[config.mk]
export PLATFORM = sky130hd
export DESIGN_NAME = umac_seq
export DESIGN_NICKNAME = d
export VERILOG_FILES = /design/src/rtl/umac_pkg.sv /design/src/rtl/umac_ctrl.sv /design/src/rtl/umac_pp.sv /design/src/rtl/umac_dp.sv /design/src/rtl/umac_seq.sv
export SDC_FILE = /design/constraint.sdc
export NUM_CORES = 1
export LEC_CHECK = 0
export ABC_CLOCK_PERIOD_IN_PS = 6000
export BUFFER_PORTS_ARGS = -buffer_cell sky130_fd_sc_hd__buf_2
export CAP_MARGIN = 20
export CORE_ASPECT_RATIO = 1.4
export CORE_UTILIZATION = 40
export CTS_CLUSTER_SIZE = 10
export DETAILED_ROUTE_END_ITERATION = 10
export GPL_TIMING_DRIVEN = 0
export PLACE_DENSITY = 0.64
export SETUP_SLACK_MARGIN = 0.02
export SYNTH_ARGS = -nofsm -noshare
export SYNTH_HDL_FRONTEND = slang
export SYNTH_SLANG_ARGS = --single-unit
export TNS_END_PERCENT = 50
[constraint.sdc]
create_clock -name clk -period 6 [get_ports clk]
set_clock_uncertainty 0.2 [all_clocks]
set_input_delay 1.2 -clock clk [delete_from_list [all_inputs] [get_ports clk]]
set_output_delay 1.2 -clock clk [all_outputs]
set_load 0.005 [all_outputs]
[src/rtl/umac_pkg.sv]
// Package: shared parameters and helpers for the sequential multiply-add.
// Assumes WIDTH is a multiple of the digit size chosen by the top.
package umac_pkg;
    localparam int unsigned UMAC_WIDTH_DEF = 64;
    localparam int unsigned UMAC_DIGIT_DEF = 2;

    // Number of shift-and-add steps for a given word width and digit size.
    function automatic int unsigned umac_steps(input int unsigned width, input int unsigned digit);
        return width / digit;
    endfunction
endpackage

[src/rtl/umac_ctrl.sv]
// Module: umac_ctrl
// Sequences one operation: accepts a start while idle, keeps busy high for
// STEPS cycles, then pulses done for exactly one cycle.
// Assumes: STEPS >= 2; a start seen while busy is dropped.
module umac_ctrl #(
    parameter int unsigned STEPS = 32
) (
    input  logic clk,
    input  logic rst_n,
    input  logic start_i,
    output logic load_o,
    output logic step_o,
    output logic busy_o,
    output logic done_o
);
    localparam int unsigned CNT_W = (STEPS > 1) ? $clog2(STEPS) : 1;
    localparam logic [CNT_W-1:0] LAST = CNT_W'(STEPS - 1);

    logic [CNT_W-1:0] cnt_q;
    logic             busy_q;
    logic             done_q;

    assign load_o = start_i && !busy_q;
    assign step_o = busy_q;
    assign busy_o = busy_q;
    assign done_o = done_q;

    // Busy flag, step counter and done pulse.
    always_ff @(posedge clk) begin
        if (!rst_n) begin
            busy_q <= 1'b0;
            done_q <= 1'b0;
            cnt_q  <= '0;
        end else begin
            done_q <= 1'b0;
            if (load_o) begin
                busy_q <= 1'b1;
                cnt_q  <= '0;
            end else if (busy_q) begin
                cnt_q <= cnt_q + 1'b1;
                if (cnt_q == LAST) begin
                    busy_q <= 1'b0;
                    done_q <= 1'b1;
                end
            end
        end
    end

    // a start during busy does not restart the step count
    assert_busy_start_ignored_R7: assert property (@(posedge clk) disable iff (!rst_n)
        (busy_q && start_i && cnt_q != LAST) |=> (busy_q && cnt_q == $past(cnt_q) + 1'b1));

    // done is a single-cycle pulse
    assert_done_single_R8: assert property (@(posedge clk) disable iff (!rst_n)
        done_q |=> !done_q);

    // done and busy are never high together
    assert_done_not_busy_R9: assert property (@(posedge clk) disable iff (!rst_n)
        done_q |-> !busy_q);
endmodule

[src/rtl/umac_pp.sv]
// Module: umac_pp
// Forms one partial product: the shifted multiplicand times a DIGIT-bit
// multiplier digit, built as a sum of selected shifted copies.
// Assumes the caller keeps the multiplicand small enough that no set bit is
// shifted past the top of the DW-bit result.
module umac_pp #(
    parameter int unsigned DW    = 128,
    parameter int unsigned DIGIT = 2
) (
    input  logic [DW-1:0]    mcand_i,
    input  logic [DIGIT-1:0] digit_i,
    output logic [DW-1:0]    pp_o
);
    logic [DW-1:0] term [DIGIT];

    for (genvar g = 0; g < DIGIT; g++) begin : g_term
        assign term[g] = digit_i[g] ? (mcand_i << g) : '0;
    end

    // Adds the selected shifted copies.
    always_comb begin
        pp_o = '0;
        for (int j = 0; j < DIGIT; j++) begin
            pp_o = pp_o + term[j];
        end
    end
endmodule

[src/rtl/umac_dp.sv]
// Module: umac_dp
// Datapath: on load it sets the accumulator to the zero-extended addend and
// captures both factors. On each step it adds one partial product, shifts the
// multiplicand left by one digit and shifts the multiplier right by one digit.
// Assumes: load and step are never high together.
module umac_dp #(
    parameter int unsigned WIDTH = 64,
    parameter int unsigned DIGIT = 2
) (
    input  logic             clk,
    input  logic             rst_n,
    input  logic             load_i,
    input  logic             step_i,
    input  logic [WIDTH-1:0] a_i,
    input  logic [WIDTH-1:0] b_i,
    input  logic [WIDTH-1:0] c_i,
    output logic [WIDTH-1:0] lo_o,
    output logic [WIDTH-1:0] hi_o
);
    localparam int unsigned DW = 2 * WIDTH;

    logic [DW-1:0]    acc_q;
    logic [DW-1:0]    mcand_q;
    logic [WIDTH-1:0] mplier_q;
    logic [DW-1:0]    pp;
    logic [DW:0]      sum_ext;

    umac_pp #(.DW(DW), .DIGIT(DIGIT)) u_pp (
        .mcand_i (mcand_q),
        .digit_i (mplier_q[DIGIT-1:0]),
        .pp_o    (pp)
    );

    assign sum_ext = {1'b0, acc_q} + {1'b0, pp};
    assign lo_o    = acc_q[WIDTH-1:0];
    assign hi_o    = acc_q[DW-1:WIDTH];

    // Loads the operands or performs one shift-and-add step.
    always_ff @(posedge clk) begin
        if (!rst_n) begin
            acc_q    <= '0;
            mcand_q  <= '0;
            mplier_q <= '0;
        end else if (load_i) begin
            acc_q    <= {{WIDTH{1'b0}}, c_i};
            mcand_q  <= {{WIDTH{1'b0}}, a_i};
            mplier_q <= b_i;
        end else if (step_i) begin
            acc_q    <= sum_ext[DW-1:0];
            mcand_q  <= mcand_q << DIGIT;
            mplier_q <= mplier_q >> DIGIT;
        end
    end

    // the running double-width sum never carries out
    assert_no_overflow_R5: assert property (@(posedge clk) disable iff (!rst_n)
        step_i |-> !sum_ext[DW]);

    // right after a load, the top half is zero (addend widened with zeros)
    assert_zero_extend_R3: assert property (@(posedge clk) disable iff (!rst_n)
        load_i |=> (hi_o == '0));
endmodule

[src/rtl/umac_seq.sv]
// Module: umac_seq (top)
// Sequential unsigned A*B+C. The result is returned as low and high words.
// The high word is intended to be chained in as the next addend.
// Assumes: WIDTH divisible by DIGIT_BITS; operands are sampled only on an
// accepted start.
module umac_seq #(
    parameter int unsigned WIDTH      = umac_pkg::UMAC_WIDTH_DEF,
    parameter int unsigned DIGIT_BITS = umac_pkg::UMAC_DIGIT_DEF
) (
    input  logic             clk,
    input  logic             rst_n,
    input  logic             start_i,
    input  logic [WIDTH-1:0] mul_a_i,
    input  logic [WIDTH-1:0] mul_b_i,
    input  logic [WIDTH-1:0] add_c_i,
    output logic             busy_o,
    output logic             done_o,
    output logic [WIDTH-1:0] res_lo_o,
    output logic [WIDTH-1:0] res_hi_o
);
    localparam int unsigned STEPS = umac_pkg::umac_steps(WIDTH, DIGIT_BITS);
    localparam int unsigned LAT_W = $clog2(STEPS) + 1;

    logic load;
    logic step;

    umac_ctrl #(.STEPS(STEPS)) u_ctrl (
        .clk     (clk),
        .rst_n   (rst_n),
        .start_i (start_i),
        .load_o  (load),
        .step_o  (step),
        .busy_o  (busy_o),
        .done_o  (done_o)
    );

    umac_dp #(.WIDTH(WIDTH), .DIGIT(DIGIT_BITS)) u_dp (
        .clk    (clk),
        .rst_n  (rst_n),
        .load_i (load),
        .step_i (step),
        .a_i    (mul_a_i),
        .b_i    (mul_b_i),
        .c_i    (add_c_i),
        .lo_o   (res_lo_o),
        .hi_o   (res_hi_o)
    );

    // Checker counter: edges since the last accepted start.
    logic [LAT_W-1:0] lat_q;
    always_ff @(posedge clk) begin
        if (!rst_n)                lat_q <= '0;
        else if (start_i && !busy_o) lat_q <= '0;
        else if (busy_o)           lat_q <= lat_q + 1'b1;
    end

    // done arrives exactly STEPS edges after the accepting edge
    assert_fixed_latency_R9: assert property (@(posedge clk) disable iff (!rst_n)
        done_o |-> (lat_q == LAT_W'(STEPS)));

    // results hold while idle with no new start
    assert_result_stable_R8: assert property (@(posedge clk) disable iff (!rst_n)
        (!busy_o && !start_i) |=> ($stable(res_lo_o) && $stable(res_hi_o)));

    // reset state of the handshake outputs
    assert_reset_state_R1: assert property (@(posedge clk)
        !rst_n |=> (!busy_o && !done_o && res_lo_o == '0 && res_hi_o == '0));
endmodule

## Word level (Yosys, flattened, before mapping)

Cells that the tools add are included.

| storage, ports and cells | value |
|---|---|
| output and inout port bits | 130 |
| bits in read-only memories | 0 |
| register bits after elaboration | 327 |
| bits in writable memories | 0 |
| bits in latches | 0 |
| memories kept | 0 |
| word-level logic and storage cells | 31 |

| cells by class | value |
|---|---|
| shift-type cells | 0 |
| reduce and logical (&&, ||, !) cells | 5 |
| $lt $le $gt $ge | 0 |
| $mul | 0 |
| bitwise logic cells | 2 |
| muxes and demuxes | 12 |
| div/mod/pow operators | 0 |
| add/sub/neg operators | 3 |
| eq/ne operators | 1 |

Operators by type and width:

| cell | count |
|---|---|
| two-way mux 64 bit | 6 |
| adder 128 bit | 2 |
| two-way mux 128 bit | 2 |
| adder 5 x 1 -> 5 bit, second input constant | 1 |
| == test 5 bit, second input constant | 1 |
| two-way mux 1 bit | 4 |
| OR reduction 3 bit | 1 |
| inverter 1 bit | 2 |
| nonzero test 2 bit | 1 |
| OR reduction 2 bit | 1 |
| logical AND 1 bit | 1 |
| logical NOT 1 bit | 1 |

## Logic depth before layout (Yosys ltp)

Gate-level depths: netlist of the first run.

| logic depth | value |
|---|---|
| depth in word-level cells | 5 |
| depth in mapped cells | 19 |
| mapped depth without buffers | 15 |

## By module

A second synthesis of the first run with hierarchy kept.

| unflattened totals | value |
|---|---|
| cell total of the unflattened synthesis | 4370 |
| area, all modules | 32513.7 sq um |

By module, submodules not included:

| module | instances | cells each | area an instance (sq um) |
|---|---|---|---|
| umac_dp | 1 | 2692 | 21853.5 |
| umac_pp | 1 | 1644 | 10317.4 |
| umac_ctrl | 1 | 34 | 342.8 |

## Least setup slack after synthesis of the first run

No wires, ideal clock.

| path | value |
|---|---|
| path type | reg2reg |
| start point | register u_dp.mplier_q[1] |
| end point | register u_dp.acc_q[125] |
| buffers on the path | 2 |
| setup slack | 1.433 ns |
| arrival | 4.241 ns |
| stages on the path, launching flop included | 18 |
| data required time | 5.674 ns |
| cells stage by stage | dfxtp_1 -> clkbuf_1 -> clkbuf_1 -> and2_1 -> fa_1 -> ha_1 -> fa_1 -> a211oi_1 -> o21a_1 -> a2111o_1 -> a2111oi_1 -> or2_1 -> a31oi_1 -> o31ai_2 -> a221o_1 -> a31oi_1 -> xor2_1 -> o21ai_1 |

| on the way | value |
|---|---|
| word-level cells in the longest chain between the ends | 3 |

Ends and longest elaborated chain:

| item | line | text |
|---|---|---|
| from (decl) | umac_dp.sv:24 | `logic [WIDTH-1:0] mplier_q;` |
| from (signal assigned) | umac_dp.sv:47 | `mplier_q <= b_i;` |
| from (signal assigned) | umac_dp.sv:51 | `mplier_q <= mplier_q >> DIGIT;` |
| two-way mux 128 bit | umac_pp.sv:17 | `assign term[g] = digit_i[g] ? (mcand_i << g) : '0;` |
| adder 128 bit | umac_pp.sv:24 | `pp_o = pp_o + term[j];` |
| adder 128 bit | umac_dp.sv:34 | `assign sum_ext = {1'b0, acc_q} + {1'b0, pp};` |
| to (signal assigned) | umac_dp.sv:45 | `acc_q <= {{WIDTH{1'b0}}, c_i};` |
| to (signal assigned) | umac_dp.sv:49 | `acc_q <= sum_ext[DW-1:0];` |
| to (decl) | umac_dp.sv:22 | `logic [DW-1:0] acc_q;` |

Every way passes these cells.
A chain may end at the register's enable or synchronous reset.

## Worst setup path after layout of the first run

| path | value |
|---|---|
| start point | register u_dp.mplier_q[0] |
| end point | register u_dp.acc_q[114] |

The elaborated chain is that of the path after synthesis.

==> results by group, run 1 <==
Clock tree
  – CTS tree: done
  – Hold buffers post-CTS: 0
  – Skew-Pair Late Insertion Delay: 0.59 ns
  – CTS H-Tree Depth: 2
  – Clock Pin Slew Worst Setup and Hold Paths: 0.06 ns
  – Num CTS Buffers: 40
  – Clock Path Buffers: 3
  – Clock Sinks: 327
  – CTS Root Cell: clkbuf_16
  – Post-CTS Setup Inserts: 0

Route
  – 1st-pass router iterations: 6
  – Total number of vias: 25.9k
  – Antenna Nets Post-Route: 0
  – DRT iter0 DRCs: 1676
  – Via-to-Cell Ratio: 5.43
  – Post-route DRC: 0
  – Drt total wl: 98200 µm
  – DR WL/cell: 20.6 µm

Global route
  – Total GRT Usage: 29.0%
  – Met2 Usage GRT: 52.2%
  – Gr ovfl total: 0
  – GRT met1 Usage: 31.2%
  – Met3 usage in global routing: 3.37%
  – Vias in the first global route: 25.8k
  – First-pass GRT wire length: 148000 µm
  – GRT busiest layer: met2
  – Initial antenna violation count: 6
  – Largest net degree at the start of global routing: 12

Floorplanning
  – Ports: 325
  – Core area: 65300 µm²
  – Initial core utilization: 40.4%
  – Die ar.: 66900 µm²
  – FP Rows: 111
  – Die height: 306 µm
  – Die Wd: 219 µm

Cells and area
  – Finished Layout Cells: 4772
  – Layout area overhead: 15.0%
  – Commonest cells after routing, fill and taps aside: nor2_1 (472), nand2_1 (461), inv_1 (384)
  – Layout cell share with drive strength beyond 1: 10.5%
  – Final net count: 4358
  – Commonest non-fill, non-tap cell in the layout: nor2_1

Critical path
  – Worst-path fanout max: 10
  – Critical Path Max Stage Delay: 0.58 ns
  – Endpoint class of the critical path: register
  – Worst path arrival time: 6.09 ns
  – Worst Path Class, Setup: reg -> reg
  – Req. time, crit path: 6.23 ns
  – Reg2reg path depth: 17
  – Cells along the critical path: buf_2 > clkbuf_2 > and2_1 > fa_1 > ha_1 > clkbuf_1 > nand2_1 > o21ai_0 > nor2_1 > nor3b_1 > a211oi_1 > o21ai_2 > nand2_1 > o21ai_1 > a21oi_1 > xnor2_1 > o21ai_0
  – Crit start category: register
  – CP max stage cell: nor3b_1

Power
  – Sequential power share: 42.1%
  – P_int: 3900 µW
  – LEAKAGE: 0.0136 µW
  – PwrDens: 185 nW/µm²
  – Overall power: 5600 µW
  – Gate power share: 17.4%
  – Clock network fraction of total power: 40.5%
  – Net Sw Frac: 30.4%
  – VDD IR max: 189 µV
  – P_sw: 1700 µW

Flow run
  – Max cap viols: 0

Yosys
  – EDFF count, synth: 0
  – Number of synthesized register bits: 327
  – Post-Syn Area: 26300 µm²
  – Syn Nets: 3991
  – Most used flip-flop cell after synthesis: dfxtp_1
  – Synth warn: 0
  – Mapped Avg Cell Area: 7.44 µm²
  – Unique masters post-synth: 69
  – Seq/Total Area, Yosys: 24.8%
  – Ys async rst share: 0%
  – Synth Instances: 3540

Placement
  – HPWL after detailed placement: 80900 µm
  – Dpl cells: 4714
  – Routability congestion estimate from global placement: 1.01
  – Input/output buffers: 324

Hold path
  – Worst Hold Path Cells: 2
  – HP Class: reg -> reg

STA
  – Max-slew headroom: 15.4%
  – Final Cycle Share: 97.6%
  – RSZ-0062 raised after global routing: true
  – Final Hold Vio Count: 0
  – Minimum clock period: 5.86 ns
  – Max Slew Vio Count: 0
  – Sum Neg Setup Slack: 0 ns
  – Setup violations, final: 0
  – WHS: 0.253 ns
  – Fmax achieved: 171 MHz
  – Worst-margin pin slew: 1.27 ns

Status
  – Status: complete, no violations
-- what timing repair did --
action                                  CTS  global route
endpoints found under the setup margin   42            19
cloned                                    0             0
resized for setup                        12            13
-- cells by family after synthesis --
| family | synth area share, % |
|---|---|
| flip-flops | 24.8 |
| XOR/XNOR | 4.12 |
| AND/OR/NAND/NOR | 18.5 |
| multiplexers | 8.33 |
| buffers and inverters | 8.58 |
| AO/OA/AOI/OAI | 19.8 |
| adder cells (fa/ha/maj) | 15.8 |
-- worst max-delay path: cells and delay by family (launching register included) --
kind / cells / cell delay (ns)
and+or+nand+nor: 5 / 1.18
xor gates and xnor gates: 1 / 0.18
adders and majority gates: 2 / 0.70
buffers and inverters: 3 / 1.07
AOI/OAI and AO/OA: 6 / 2.00
DFF: 1 / 0.35
-- Yosys cell counts, types with 7 or more instances --
cell type,instances,area share (%)
mux2i_1,218,8.3
xnor2_1,85,2.8
nand3_1,26,0.49
ha_1,129,6.1
o21bai_1,43,1.2
a221oi_1,11,0.37
nand2b_1,8,0.19
buf_1,19,0.27
o31ai_1,9,0.26
fa_1,127,9.7
and2_1,35,0.83
o21a_1,16,0.46
o211ai_1,7,0.20
nand4_1,70,1.7
and3_1,7,0.17
dfxtp_1,327,25
nand2_1,461,6.6
o21ai_0,155,2.9
nor3_1,28,0.53
inv_1,384,5.5
a21boi_0,7,0.20
a21o_1,49,1.4
o31a_1,7,0.23
nor2b_1,19,0.45
a31oi_1,14,0.33
or3_1,11,0.26
nor2_1,472,6.7
xor2_1,39,1.3
o21ai_1,36,0.68
a21oi_1,344,6.5
o211a_1,26,0.99
a211oi_1,85,2.4
clkbuf_1,198,2.8
-- sequential cells by signal, indices dropped and copies added, names as in the netlist --
signal and flops:
u_dp.acc_q 128, u_dp.mplier_q 64, u_ctrl.done_o 1, u_ctrl.busy_o 1, u_dp.mcand_q 128, u_ctrl.cnt_q 5
-- final timing paths --
check | startpoint | end | slack, ns
hold reg to reg | u_dp.acc_q[115] | u_dp.acc_q[115] | 0.25
setup / recovery | u_dp.mplier_q[0] | u_dp.acc_q[114] | 0.14
setup reg to reg | u_dp.mplier_q[0] | u_dp.acc_q[114] | 0.14
hold / removal | u_dp.acc_q[115] | u_dp.acc_q[115] | 0.25
-- area by class of cell --
cell class | count | area, µm²
Tap cell | 847 | 1060
Fill cell | 6815 | 35000
Antenna cell | 6 | 15.0
Buffer | 216 | 823
Sequential cell | 327 | 6550
Timing Repair Buffer | 327 | 1660
Multi-Input combinational cell | 2611 | 17600
Clock buffer | 47 | 1060
Inverter | 384 | 1440
Clock inverter | 7 | 90.1
-- metal layers --
| layer | up-vias | part of all wire (%) |
|---|---|---|
| li1 | 12600 | - |
| met1 | 12300 | 37 |
| met2 | 774 | 50 |
| met3 | 263 | 4.6 |
| met4 | 0 | 7.6 |
| met5 | - | 0 |
-- stage by stage --
step | util [%] | cell area, µm² | setup WS, ns
final | 46.4 | 30300 | 0.141
after global routing | 46.4 | 30300 | 0.00225
after CTS | 46.3 | 30300 | 0.0204
after detailed placement | 44.5 | 29100 | -1.10
after global placement | 44.5 | 29000 | -1.42
after floorplan | - | 26300 | 1.43
-- power groups by stage --
| stage | clock (µW) | sequential (µW) | combinational (µW) |
|---|---|---|---|
| CTS | 2310 | 2360 | 968 |
| global placement | 0 | 2400 | 956 |
| finish | 2270 | 2360 | 972 |
| global route | 2380 | 2370 | 1070 |
| detailed placement | 0 | 2400 | 961 |
| floorplan | 0 | 2370 | 605 |
(Power assumes the default switching activity.)
==> inputs of run 2 (changes only) <==
Settings changed: BUFFER_PORTS_ARGS -buffer_cell sky130_fd_sc_hd__buf_2 to -buffer_cell sky130_fd_sc_hd__buf_4.
==> run 2 against run 1 <==
Compared with the run above: via count up 0.49%; clock power is essentially flat; critical path type unchanged; highest routed layer unchanged; fmax up 1.6%; sequential power about the same; cell count about the same; die area did not move.
==> results by group, run 2 (same netlist as run 1, synthesis figures left out) <==
STA
  – Max Slew Vio Count: 0
  – Fmax achieved: 173 MHz
  – Sum Neg Setup Slack: 0 ns
  – WHS: 0.261 ns
  – Setup violations, final: 0
  – Worst-margin pin slew: 1.20 ns
  – Max-slew headroom: 20.1%
  – RSZ-0062 raised after global routing: false
  – Minimum clock period: 5.77 ns
  – Final Hold Vio Count: 0
  – Final Cycle Share: 96.1%

Cells and area
  – Design Area, Final: 31100 µm²
  – Layout Utilization: 47.6%
  – Layout cell share with drive strength beyond 1: 10.4%
  – Final net count: 4359
  – Multi-input gate area: 17600 µm²
  – Fillers: 6777
  – Commonest cells after routing, fill and taps aside: nor2_1 (471), nand2_1 (461), inv_1 (384)
  – Biggest regs: u_dp.acc_q x128, u_dp.mcand_q x128, u_dp.mplier_q x64
  – Storage cell area: 6550 µm²
  – Layout area overhead: 18.0%
  – Commonest non-fill, non-tap cell in the layout: nor2_1
  – Finished Layout Cells: 4771

Critical path
  – Req. time, crit path: 6.24 ns
  – Worst-path fanout max: 10
  – Reg2reg start: u_dp.mplier_q[0]
  – Worst Path Class, Setup: reg -> reg
  – CP Launch Point: u_dp.mplier_q[0]
  – Crit start category: register
  – Endpoint class of the critical path: register
  – Worst path arrival time: 6.01 ns

Floorplanning
  – Die height: 306 µm
  – Core area: 65300 µm²
  – Die ar.: 66900 µm²
  – Ports: 325
  – Initial core utilization: 40.4%
  – FP Rows: 111
  – Die Wd: 219 µm

Power
  – Gate power share: 18.2%
  – Sequential power share: 41.9%
  – Net Sw Frac: 29.7%
  – VDD IR max: 169 µV
  – P_int: 3960 µW
  – P_sw: 1680 µW
  – Clock network fraction of total power: 39.9%
  – LEAKAGE: 0.0138 µW
  – PwrDens: 181 nW/µm²

Status
  – Status: complete, no violations

Route
  – Total number of vias: 26.0k
  – 1st-pass router iterations: 7
  – DR WL/cell: 20.6 µm
  – Post-route DRC: 0
  – Drt total wl: 98500 µm
  – DRT iter0 DRCs: 1647
  – Via-to-Cell Ratio: 5.45
  – Antenna Nets Post-Route: 0

Placement
  – Input/output buffers: 324
  – Placement Cell Area: 29900 µm²
  – HPWL after detailed placement: 81000 µm
  – Routability congestion estimate from global placement: 1.02
  – Dpl cells: 4713

Hold path
  – Hold_sp: u_dp.acc_q[115]
  – HP Class: reg -> reg

Clock tree
  – Num CTS Buffers: 40
  – CTS H-Tree Depth: 2
  – Clock Path Buffers: 3
  – CTS tree: done
  – Clock Pin Slew Worst Setup and Hold Paths: 0.06 ns
  – Skew-Pair Late Insertion Delay: 0.58 ns
  – Clock Sinks: 327
  – CTS Root Cell: clkbuf_16
  – Post-CTS Setup Inserts: 0

Global route
  – Initial antenna violation count: 2
  – First-pass GRT wire length: 148000 µm
  – Gr ovfl total: 0
  – Total GRT Usage: 28.9%
  – Vias in the first global route: 25.9k
  – Largest net degree at the start of global routing: 11

Flow run
  – Max cap viols: 0
[run 2: metal layers]
layer,wire [µm],vias up,global-route usage (%)
li1,-,12600,-
met1,36700,12300,30.9
met2,49500,816,52.4
met3,4740,270,3.44
met4,7570,0,19.7
met5,0,-,0
[run 2: worst paths after layout]
| check | end | slack (ns) | cells past startpoint |
|---|---|---|---|
| setup / recovery | u_dp.acc_q[123] | 0.23 | 15 |
| hold / removal | u_dp.acc_q[115] | 0.26 | 2 |
| setup reg to reg | u_dp.acc_q[123] | 0.23 | 15 |
| hold reg to reg | u_dp.acc_q[115] | 0.26 | 2 |
[run 2: repair_timing]
| item | 4_1_cts | 5_1_grt |
|---|---|---|
| resized for setup | 15 | 14 |
| endpoints found under the setup margin | 65 | 21 |
| hold buffers | 0 | 0 |
[run 2: power by group through the flow]
stage          registers (µW)  logic [µW]  clock network [µW]
2_1_floorplan            2370         605                   0
3_5_place_dp             2400        1020                   0
4_1_cts                  2360        1020                2310
3_3_place_gp             2400        1010                   0
5_1_grt                  2370        1120                2380
6_report                 2360        1030                2250
[run 2: worst max-delay path, stage by stage (launching register included)]
cell	delay [ns]
dfxtp_1	0.35
clkbuf_1	0.69
and2_1	0.24
fa_1	0.43
ha_1	0.40
o211ai_1	0.13
o21a_1	0.22
a2111o_1	0.52
a211oi_2	0.41
o21ai_1	0.21
o31a_1	0.42
o31ai_4	0.40
a31oi_1	0.32
o41ai_2	0.45
xnor2_1	0.16
o21ai_1	0.06
[run 2: cell type report]
class                   count  share of cell area, %
repair buffers            326                   7.89
clock inverters             4                  0.193
well taps                 847                   3.41
multi-input cells        2611                   56.6
flip-flops and latches    327                   21.1
diodes                      2                 0.0161
inverters                 384                   4.64
plain buffers             218                   2.70
clock buffers              52                   3.49
[run 2: stage by stage]
stage                     worst slack (ns)  power, µW
final                                0.234       5640
after global routing                0.0480       5870
after CTS                           0.0315       5690
after detailed placement             -1.30       3420
after global placement               -1.34       3410
after floorplan                       1.43       2970
